===== src/rtl/tlb_pkg.sv =====
package tlb_pkg;
    localparam int VA_W   = 32;
    localparam int PAGE_W = 12;
    localparam int VPN_W  = VA_W - PAGE_W;
    localparam logic [2:0] WIN_TOP = 3'b110;

    typedef enum logic [1:0] {
        ACC_READ  = 2'd0,
        ACC_WRITE = 2'd1,
        ACC_EXEC  = 2'd2,
        ACC_NONE  = 2'd3
    } acc_kind_t;

    typedef struct packed {
        logic [VPN_W-1:0] pfn;
        logic [2:0]       perm;   // bit0 read, bit1 write, bit2 execute
        logic             cache;
    } tlb_payload_t;

    typedef enum logic {
        ST_IDLE = 1'b0,
        ST_RESP = 1'b1
    } xl_state_t;
endpackage


===== src/rtl/tlb_array.sv =====
module tlb_array
    import tlb_pkg::*;
#(
    parameter int SETS = 16,
    parameter int WAYS = 4,
    localparam int IDX_W = $clog2(SETS),
    localparam int WAY_W = (WAYS > 1) ? $clog2(WAYS) : 1,
    localparam int TAG_W = VPN_W - IDX_W
) (
    input  logic                        clk,
    input  logic                        rst_n,
    input  logic                        flush,
    input  logic                        wr_en,
    input  logic [VPN_W-1:0]            wr_vpn,
    input  logic [WAY_W-1:0]            wr_way,
    input  logic                        wr_valid,
    input  tlb_payload_t                wr_data,
    input  logic [VPN_W-1:0]            rd_vpn,
    output logic [WAYS-1:0]             hit_vec,
    output tlb_payload_t [WAYS-1:0]     rd_data
);
    logic [WAYS-1:0] vld_q [SETS];
    logic [TAG_W-1:0] tag_q [SETS][WAYS];
    tlb_payload_t     pay_q [SETS][WAYS];

    logic [IDX_W-1:0] wr_idx, rd_idx;
    logic [TAG_W-1:0] wr_tag, rd_tag;

    assign wr_idx = wr_vpn[IDX_W-1:0];
    assign wr_tag = wr_vpn[VPN_W-1:IDX_W];
    assign rd_idx = rd_vpn[IDX_W-1:0];
    assign rd_tag = rd_vpn[VPN_W-1:IDX_W];

    // Valid bits: flush beats a concurrent write.
    always_ff @(posedge clk) begin
        if (!rst_n || flush) begin
            for (int s = 0; s < SETS; s++) begin
                vld_q[s] <= '0;
            end
        end else if (wr_en) begin
            vld_q[wr_idx][wr_way] <= wr_valid;
        end
    end

    always_ff @(posedge clk) begin
        if (wr_en) begin
            tag_q[wr_idx][wr_way] <= wr_tag;
            pay_q[wr_idx][wr_way] <= wr_data;
        end
    end

    for (genvar w = 0; w < WAYS; w++) begin : g_way
        assign hit_vec[w] = vld_q[rd_idx][w] && (tag_q[rd_idx][w] == rd_tag);
        assign rd_data[w] = pay_q[rd_idx][w];
    end
endmodule


===== src/rtl/tlb_resolve.sv =====
module tlb_resolve
    import tlb_pkg::*;
#(
    parameter int WAYS = 4
) (
    input  logic [VA_W-1:0]         vaddr,
    input  logic [1:0]              kind,
    input  logic [WAYS-1:0]         hit_vec,
    input  tlb_payload_t [WAYS-1:0] way_data,
    output logic [VA_W-1:0]         paddr,
    output logic                    miss,
    output logic                    fault,
    output logic                    cache
);
    tlb_payload_t sel;
    logic         found;
    logic         perm_ok;
    logic         in_win;

    // Lowest way wins: scan downward so the last assignment is the lowest hit.
    always_comb begin
        sel   = '0;
        found = 1'b0;
        for (int w = WAYS - 1; w >= 0; w--) begin
            if (hit_vec[w]) begin
                sel   = way_data[w];
                found = 1'b1;
            end
        end
    end

    always_comb begin
        unique case (acc_kind_t'(kind))
            ACC_READ:  perm_ok = sel.perm[0];
            ACC_WRITE: perm_ok = sel.perm[1];
            ACC_EXEC:  perm_ok = sel.perm[2];
            ACC_NONE:  perm_ok = 1'b0;
            default:   perm_ok = 1'b0;
        endcase
    end

    assign in_win = (vaddr[VA_W-1:VA_W-3] == WIN_TOP);

    always_comb begin
        if (in_win) begin
            paddr = {3'b000, vaddr[VA_W-4:0]};
            miss  = 1'b0;
            fault = 1'b0;
            cache = 1'b0;
        end else begin
            paddr = {sel.pfn, vaddr[PAGE_W-1:0]};
            miss  = !found;
            fault = found && !perm_ok;
            cache = found && sel.cache;
        end
    end
endmodule


===== src/rtl/tlb_xlate.sv =====
module tlb_xlate
    import tlb_pkg::*;
#(
    parameter int SETS = 16,
    parameter int WAYS = 4,
    localparam int WAY_W = (WAYS > 1) ? $clog2(WAYS) : 1
) (
    input  logic             clk,
    input  logic             rst_n,
    input  logic             lk_valid,
    input  logic [31:0]      lk_vaddr,
    input  logic [1:0]       lk_kind,
    input  logic             wr_en,
    input  logic [19:0]      wr_vpn,
    input  logic [WAY_W-1:0] wr_way,
    input  logic             wr_valid,
    input  logic [19:0]      wr_pfn,
    input  logic [2:0]       wr_perm,
    input  logic             wr_cache,
    input  logic             flush,
    output logic             rsp_valid,
    output logic [31:0]      rsp_paddr,
    output logic             rsp_miss,
    output logic             rsp_fault,
    output logic             rsp_cache
);
    xl_state_t state_q, state_d;

    logic [WAYS-1:0]         hit_vec;
    tlb_payload_t [WAYS-1:0] way_data;
    tlb_payload_t            wr_data;
    logic [31:0]             res_paddr;
    logic                    res_miss, res_fault, res_cache;

    assign wr_data = '{pfn: wr_pfn, perm: wr_perm, cache: wr_cache};

    tlb_array #(.SETS(SETS), .WAYS(WAYS)) u_array (
        .clk      (clk),
        .rst_n    (rst_n),
        .flush    (flush),
        .wr_en    (wr_en),
        .wr_vpn   (wr_vpn),
        .wr_way   (wr_way),
        .wr_valid (wr_valid),
        .wr_data  (wr_data),
        .rd_vpn   (lk_vaddr[31:12]),
        .hit_vec  (hit_vec),
        .rd_data  (way_data)
    );

    tlb_resolve #(.WAYS(WAYS)) u_resolve (
        .vaddr    (lk_vaddr),
        .kind     (lk_kind),
        .hit_vec  (hit_vec),
        .way_data (way_data),
        .paddr    (res_paddr),
        .miss     (res_miss),
        .fault    (res_fault),
        .cache    (res_cache)
    );

    always_comb begin
        state_d = state_q;
        unique case (state_q)
            ST_IDLE: if (lk_valid) state_d = ST_RESP;   // IDLE_TO_RESP
            ST_RESP: state_d = lk_valid ? ST_RESP       // RESP_TO_RESP
                                        : ST_IDLE;      // RESP_TO_IDLE
            default: state_d = ST_IDLE;
        endcase
    end

    always_ff @(posedge clk) begin
        if (!rst_n) state_q <= ST_IDLE;
        else        state_q <= state_d;
    end

    always_ff @(posedge clk) begin
        if (!rst_n) begin
            rsp_paddr <= '0;
            rsp_miss  <= 1'b0;
            rsp_fault <= 1'b0;
            rsp_cache <= 1'b0;
        end else if (lk_valid) begin
            rsp_paddr <= res_paddr;
            rsp_miss  <= res_miss;
            rsp_fault <= res_fault;
            rsp_cache <= res_cache;
        end
    end

    assign rsp_valid = (state_q == ST_RESP);
endmodule


===== config.mk =====
export PLATFORM = sky130hd
export DESIGN_NAME = tlb_xlate
export DESIGN_NICKNAME = d
export VERILOG_FILES = /design/src/rtl/tlb_pkg.sv /design/src/rtl/tlb_array.sv /design/src/rtl/tlb_resolve.sv /design/src/rtl/tlb_xlate.sv
export SDC_FILE = /design/constraint.sdc
export NUM_CORES = 2
export LEC_CHECK = 0
export BUFFER_PORTS_ARGS = -buffer_cell sky130_fd_sc_hd__buf_2
export CAP_MARGIN = 20
export CORE_AREA = 2 2 549 551
export CTS_CLUSTER_DIAMETER = 200
export CTS_CLUSTER_SIZE = 10
export DETAILED_ROUTE_END_ITERATION = 12
export DIE_AREA = 0 0 551 553
export PLACE_DENSITY = 0.61
export SYNTH_ARGS = -nofsm -noshare
export SYNTH_HDL_FRONTEND = slang
export SYNTH_SLANG_ARGS = --single-unit

===== constraint.sdc =====
create_clock -name clk -period 4.5 [get_ports clk]
set_clock_uncertainty 0.1 [all_clocks]
set_input_delay 0.225 -clock clk [delete_from_list [all_inputs] [get_ports clk]]
set_output_delay 0.225 -clock clk [all_outputs]
set_load 0.03 [all_outputs]

Yosys cells after proc, flatten, opt, wreduce, memory -nomap -nowiden
Memories as Yosys holds them, arrays and structs flattened.
Index checks and enable logic that the tools add are counted.
{"block": "op_classes", "n_reduce_logical": 14, "eq_ne": 8, "n_lt_le_gt_ge": 4, "bitwise_logic": 1, "n_mux": 30}
{"operator": "$mux W24", "n": 5}
{"operator": "$mux W96", "n": 1}
{"operator": "$eq A16 B16 Y1", "n": 4}
{"operator": "$mux W64", "n": 1}
{"operator": "$demux W24 S2", "n": 1}
{"operator": "$demux W16 S2", "n": 1}
{"operator": "$mux W32", "n": 1}
{"operator": "$mux W16", "n": 1}
{"operator": "$mux W4", "n": 4}
{"operator": "$mux W1", "n": 13}
{"operator": "$logic_and A1 B1 Y1", "n": 8}
{"operator": "$eq A2 B2 Y1 const B", "n": 2}
{"operator": "$pmux W1 S4", "n": 1}
{"operator": "$reduce_or A4 Y1", "n": 1}
{"operator": "$eq A3 B3 Y1 const B", "n": 1}
{"operator": "$ge A3 B3 Y1 const B", "n": 1}
{"operator": "$logic_not A1 Y1", "n": 3}
{"operator": "$lt A2 B3 Y1 const B", "n": 1}
{"operator": "$lt A3 B1 Y1 const B", "n": 1}
{"operator": "$not A2 Y3", "n": 1}
{"operator": "$demux W1 S2", "n": 1}
{"operator": "$eq A2 B1 Y1 const B", "n": 1}
{"operator": "$ge A2 B1 Y1 const B", "n": 1}
{"operator": "$logic_not A2 Y1", "n": 1}
{"operator": "$logic_or A1 B1 Y1", "n": 1}
{"block": "totals", "ramBits": 2624, "in_bits": 86, "memories": 3, "reg_bits": 36, "out_inout_bits": 36}
{"memory": "u_array.pay_q", "words": 16, "width": 96, "rd": 1, "rd_clocked_by_memory_dff": 0, "wr": 1, "line": "tlb_array.sv:24", "text": "tlb_payload_t pay_q [SETS][WAYS];"}
{"memory": "u_array.tag_q", "words": 16, "width": 64, "rd": 1, "rd_clocked_by_memory_dff": 0, "wr": 1, "line": "tlb_array.sv:23", "text": "logic [TAG_W-1:0] tag_q [SETS][WAYS];"}
{"memory": "u_array.vld_q", "words": 16, "width": 4, "rd": 1, "rd_clocked_by_memory_dff": 0, "wr": 16, "line": "tlb_array.sv:22", "text": "logic [WAYS-1:0] vld_q [SETS];"}

Longest topological paths before layout
An unclocked memory read counts as a cell.
{"block": "depth", "depth_word": 11, "ltp_mapped": 17}

Modules after synthesis
From an unflattened synthesis, not the netlist that was laid out.
{"block": "hier_totals", "hier_cells": 4570, "area_unflattened_um2": 103304.1}
{"module": "tlb_array", "n_inst": 1, "cells_each": 4323, "seq_area_each_um2": 78795.6, "area_each_um2": 100930.6}
{"module": "tlb_xlate", "n_inst": 1, "cells_each": 114, "seq_area_each_um2": 720.7, "area_each_um2": 1378.8}
{"module": "tlb_resolve", "n_inst": 1, "cells_each": 133, "seq_area_each_um2": 0.0, "area_each_um2": 994.7}

Worst setup path after synthesis
No wires, ideal clock.
{"block": "synth_timing", "kind": "input-to-reg", "start": "in lk_vaddr[12]", "end": "reg rsp_paddr[29]", "n_path_buf": 9, "setup_slack_ns": 0.969, "required_time_ns": 4.282, "arrival_time_ns": 3.313, "path_stages": 13, "path_cell_list": "buf_6 buf_8 buf_6 buf_4 buf_6 buf_6 buf_2 buf_2 buf_2 mux4_2 mux4_2 o2111ai_1 nand2_1"}
{"block": "synth_between", "elab_chain_len": 8, "word_cells_on_any_way": 16}
{"item": "start: declaration", "line": "tlb_xlate.sv:11", "text": "input logic [31:0] lk_vaddr,"}
{"item": "$mem_v2 Z16 W64"}
{"item": "$eq A16 B16 Y1", "line": "tlb_array.sv:53", "text": "assign hit_vec[w] = vld_q[rd_idx][w] && (tag_q[rd_idx][w] == rd_tag);"}
{"item": "$logic_and A1 B1 Y1", "line": "tlb_array.sv:53"}
{"item": "$mux W24 (3 in series)", "line": "tlb_resolve.sv:25", "text": "if (hit_vec[w]) begin"}
{"item": "$mux W24 *", "line": "tlb_resolve.sv:25"}
{"item": "$mux W32 *", "line": "tlb_resolve.sv:45", "text": "if (in_win) begin"}
{"item": "end signal: assignment", "line": "tlb_xlate.sv:84", "text": "rsp_paddr <= res_paddr;"}
{"item": "end: declaration", "line": "tlb_xlate.sv:22", "text": "output logic [31:0] rsp_paddr,"}
Mark *: on every way between the ends. The rest lies on a longest branch, timed or not.
A chain may end at the register's enable or synchronous reset.

Worst setup path after layout
{"block": "layout_timing", "start": "mem u_array.tag_q[10][21] in the netlist's numbering", "end": "reg rsp_fault"}
{"block": "layout_between", "elab_chain_len": 10, "word_cells_on_any_way": 13}
{"item": "start: declaration", "line": "tlb_array.sv:23"}
{"item": "$mem_v2 Z16 W64 *"}
{"item": "$eq A16 B16 Y1 *", "line": "tlb_array.sv:53"}
{"item": "$logic_and A1 B1 Y1 *", "line": "tlb_array.sv:53"}
{"item": "$mux W24 (3 in series)", "line": "tlb_resolve.sv:25"}
{"item": "$pmux W1 S4", "line": "tlb_resolve.sv:33", "text": "unique case (acc_kind_t'(kind))"}
{"item": "$logic_not A1 Y1", "line": "tlb_resolve.sv:53", "text": "fault = found && !perm_ok;"}
{"item": "$logic_and A1 B1 Y1 *", "line": "tlb_resolve.sv:53"}
{"item": "$mux W1 *", "line": "tlb_resolve.sv:45"}
{"item": "end signal: assignment", "line": "tlb_xlate.sv:86", "text": "rsp_fault <= res_fault;"}
{"item": "end: declaration", "line": "tlb_xlate.sv:24", "text": "output logic rsp_fault,"}
Marks and branches as above.

==> results by group <==
Run status
  • Status: completed

Pwr
  • Pleak: 38.5 nW
  • Max rail drop VDD: 0.000407 V
  • PwrDens: 432 mW/mm2

Synth
  • Largest family of logic cells by synthesized area: multiplexers
  • Synth Area in Compound Gates: 0.0182
  • Top cells by area, synth: edfxtp_1 76%, mux4_2 15%, mux2i_1 1.6%
  • Synth cell types: 93
  • Register bit count reported by yosys: 2660
  • Synth Area in Adders: 0
  • Synth top area share: 0.757
  • Synth Area in Simple Gates: 0.0233
  • Mux share of post-synthesis cell area: 0.172
  • Synth Net Count: 4801
  • Synthesized instance count: 4715
  • Mapped Area: 0.104 mm2
  • Number of flops mapped to enable cells by yosys: 2624
  • Register area share after synthesis: 0.764
  • Primary FF master, synth: edfxtp_1
  • Synth area leader: edfxtp_1
  • Asr flop ratio synth: 0
  • Syn_area_per_cell: 22.1 um2
  • Synth warn: 0
  • Post-Synth XOR/XNOR Area: 0.00606

CTS
  • Clock root cell: clkbuf_16
  • Clock buffer depth: 4
  • CTS tree: yes
  • Sink Count: 2660
  • Latest clock arrival within the worst-skew pair: 0.94 ns
  • CTS buffer count: 315
  • Reg clk slew, reported paths: 0.06 ns
  • H-tree levels: 5
  • PostCTS Resize Cnt: 0

Finish
  • P&R area growth vs syn: 15.9%
  • Most frequent cells in the layout: 2624 x edfxtp_1, 685 x mux4_2, 320 x clkbuf_16
  • Share of cells above drive strength 1: 0.289
  • Commonest non-fill, non-tap cell in the layout: edfxtp_1
  • Multi-input logic area: 0.0229 mm2
  • Design area: 0.121 mm2
  • FF+latch area: 0.0795 mm2
  • Filler instances: 26000
  • Nets@finish: 5356
  • Final Non-Filler Cells: 9296

Floorplanning
  • DIE WIDTH: 551 um
  • Die Ht: 553 um
  • Die ar.: 0.305 mm2
  • Initial Utilization: 0.349
  • Row cnt: 201
  • Core Region: 0.299 mm2
  • Num ports: 122

Timing
  • Final period util: 0.921
  • Final hold slack: 0.0696 ns
  • Slew HR: 0.265
  • Tightest Pin Transition: 1.10 ns
  • Pins Over Slew Limit: 0
  • Unrepaired setup endpoints after global routing: no
  • Setup violations, final: 0
  • Final Worst Setup Slack: 0.357 ns
  • FMAX: 0.241 GHz
  • Setup TNS: 0 ns
  • Min Tclk post-route: 4.14 ns
  • Final Hold Viols: 0

Drt
  • Final ANT Viol Nets: 0
  • DRT Pass-1 Iters: 6
  • Routed WL: 285 mm
  • DRT iter0 DRCs: 6949
  • Vias: 52000
  • Routed vias/inst: 5.60
  • DRC: 0
  • WL per Instance: 30.6 um

Flow run
  • Max-cap violations: 0

Place
  • Cell Area, Placed: 0.111 mm2
  • Detailed Place HPWL: 165 mm
  • Dpl ws: 0.237 ns
  • DP Cell Count: 8780
  • IO Port Bufs: 121
  • Routability congestion estimate: 0.834

Worst setup path
  • Worst path max stage delay: 0.77 ns
  • Arrival time worst endpoint: 4.87 ns
  • Worst-path cell chain: mux4_2, nand3_1, nand4_1, a211oi_1, or2b_2, nor4b_4, buf_4, a2111oi_4, o211ai_1, a31oi_1, nor3_2, dlygate4sd3_1
  • CP Launch Type: flop
  • Req. time, crit path: 5.23 ns
  • Worst reg2reg endpoint: rsp_fault
  • Slowest-stage cell, CP: a211oi_1
  • R2R setup slack: 0.36 ns
  • Setup crit end kind: flop
  • R2R Path Start: u_array.tag_q[10][21]
  • Worst reg2reg path depth: 12
  • Setup CP Type: reg2reg
  • Max FO, Critical Path: 8
  • Crit path from: u_array.tag_q[10][21]

Global route
  • Initial antenna violation count: 23
  • Largest net degree at the start of global routing: 105
  • GRT Total Usage: 0.185
  • Total grt overflow: 0
  • Vias in the first global route: 52100
  • First-pass GRT wire length: 401 mm

Min path
  • Hold crit path type: in2reg
  • Min-Delay Startpoint: wr_pfn[11]
  • Hold path depth: 2
  • Worst hold endpoint: u_array.pay_q[4][63]
-- sequential cells by signal, indices dropped and copies added (netlist names) --
register,cells
rsp_cache,1
rsp_fault,1
rsp_miss,1
rsp_paddr,32
rsp_valid,1
u_array.pay_q,1536
u_array.tag_q,1024
u_array.vld_q,64
-- logic make-up after synthesis --
logic type / after synthesis
flip-flops: 2660
multiplexers: 897
AND/OR/NAND/NOR: 507
buffers and inverters: 338
AO/OA/AOI/OAI: 241
XOR/XNOR: 72
-- power breakdown --
group / switching, mW / internal, mW / total [mW]
clock network: 9.10 / 12.6 / 21.7
registers: 0.0699 / 27.4 / 27.5
logic: 1.75 / 1.17 / 2.92
-- synth_stat cells (21+ instances only) --
master,number
a22oi_1,42
buf_1,21
buf_2,80
buf_4,21
buf_6,22
clkbuf_1,100
dfxtp_1,36
edfxtp_1,2624
inv_1,78
mux2_2,21
mux2i_1,171
mux4_2,685
nand2_1,201
nand3_1,27
nor2_1,137
nor2b_1,29
o21ai_0,31
xnor2_1,51
xor2_1,21
-- what timing repair did --
action,4_1_cts,5_1_grt
hold endpoints to repair,1812,256
buffers inserted,0,0
hold buffers,100,4
-- worst max-delay path, delay by kind of cell, from the launching register on --
family                 cells  cell delay, ns
AND/OR/NAND/NOR            5            0.73
flip-flops                 1            0.37
multiplexers               1            0.47
AO/OA/AOI/OAI              4            1.62
buffers and inverters      2            0.76
-- worst max path at each step --
stage / to / slack [ns] / cells after the start
floorplan: rsp_paddr[29] / 0.97 / 13
global placement: rsp_fault / 0.26 / 13
detailed placement: rsp_fault / 0.24 / 13
CTS: rsp_fault / 0.45 / 11
global route: rsp_fault / 0.22 / 12
finish: rsp_fault / 0.36 / 12
-- final cells by class --
class | instances | area share
clock inverter | 6 | 0.000497
sequential | 2660 | 0.659
antenna | 12 | 0.000249
timing repair buffer | 495 | 0.0399
tap | 3958 | 0.0410
clock buffer | 367 | 0.0678
inverter | 81 | 0.00258
multi-input combinational | 1717 | 0.189
-- through the flow --
stage                     power, mW  utilization
final                          52.1        0.404
after global routing           53.5        0.404
after CTS                      52.4        0.402
after detailed placement       30.8        0.371
after global placement         30.8        0.371
after floorplan                29.6            -
-- per-layer routing --
metal  global-route usage  vias to the layer above  wire [um]
li1                     -                    20800          -
met1                0.267                    28300     121000
met2                0.290                     2449     134000
met3               0.0324                      464      22900
met4               0.0452                       18       6960
met5                    0                        -        124
Note: power is estimated with default switching activity, not from simulation.
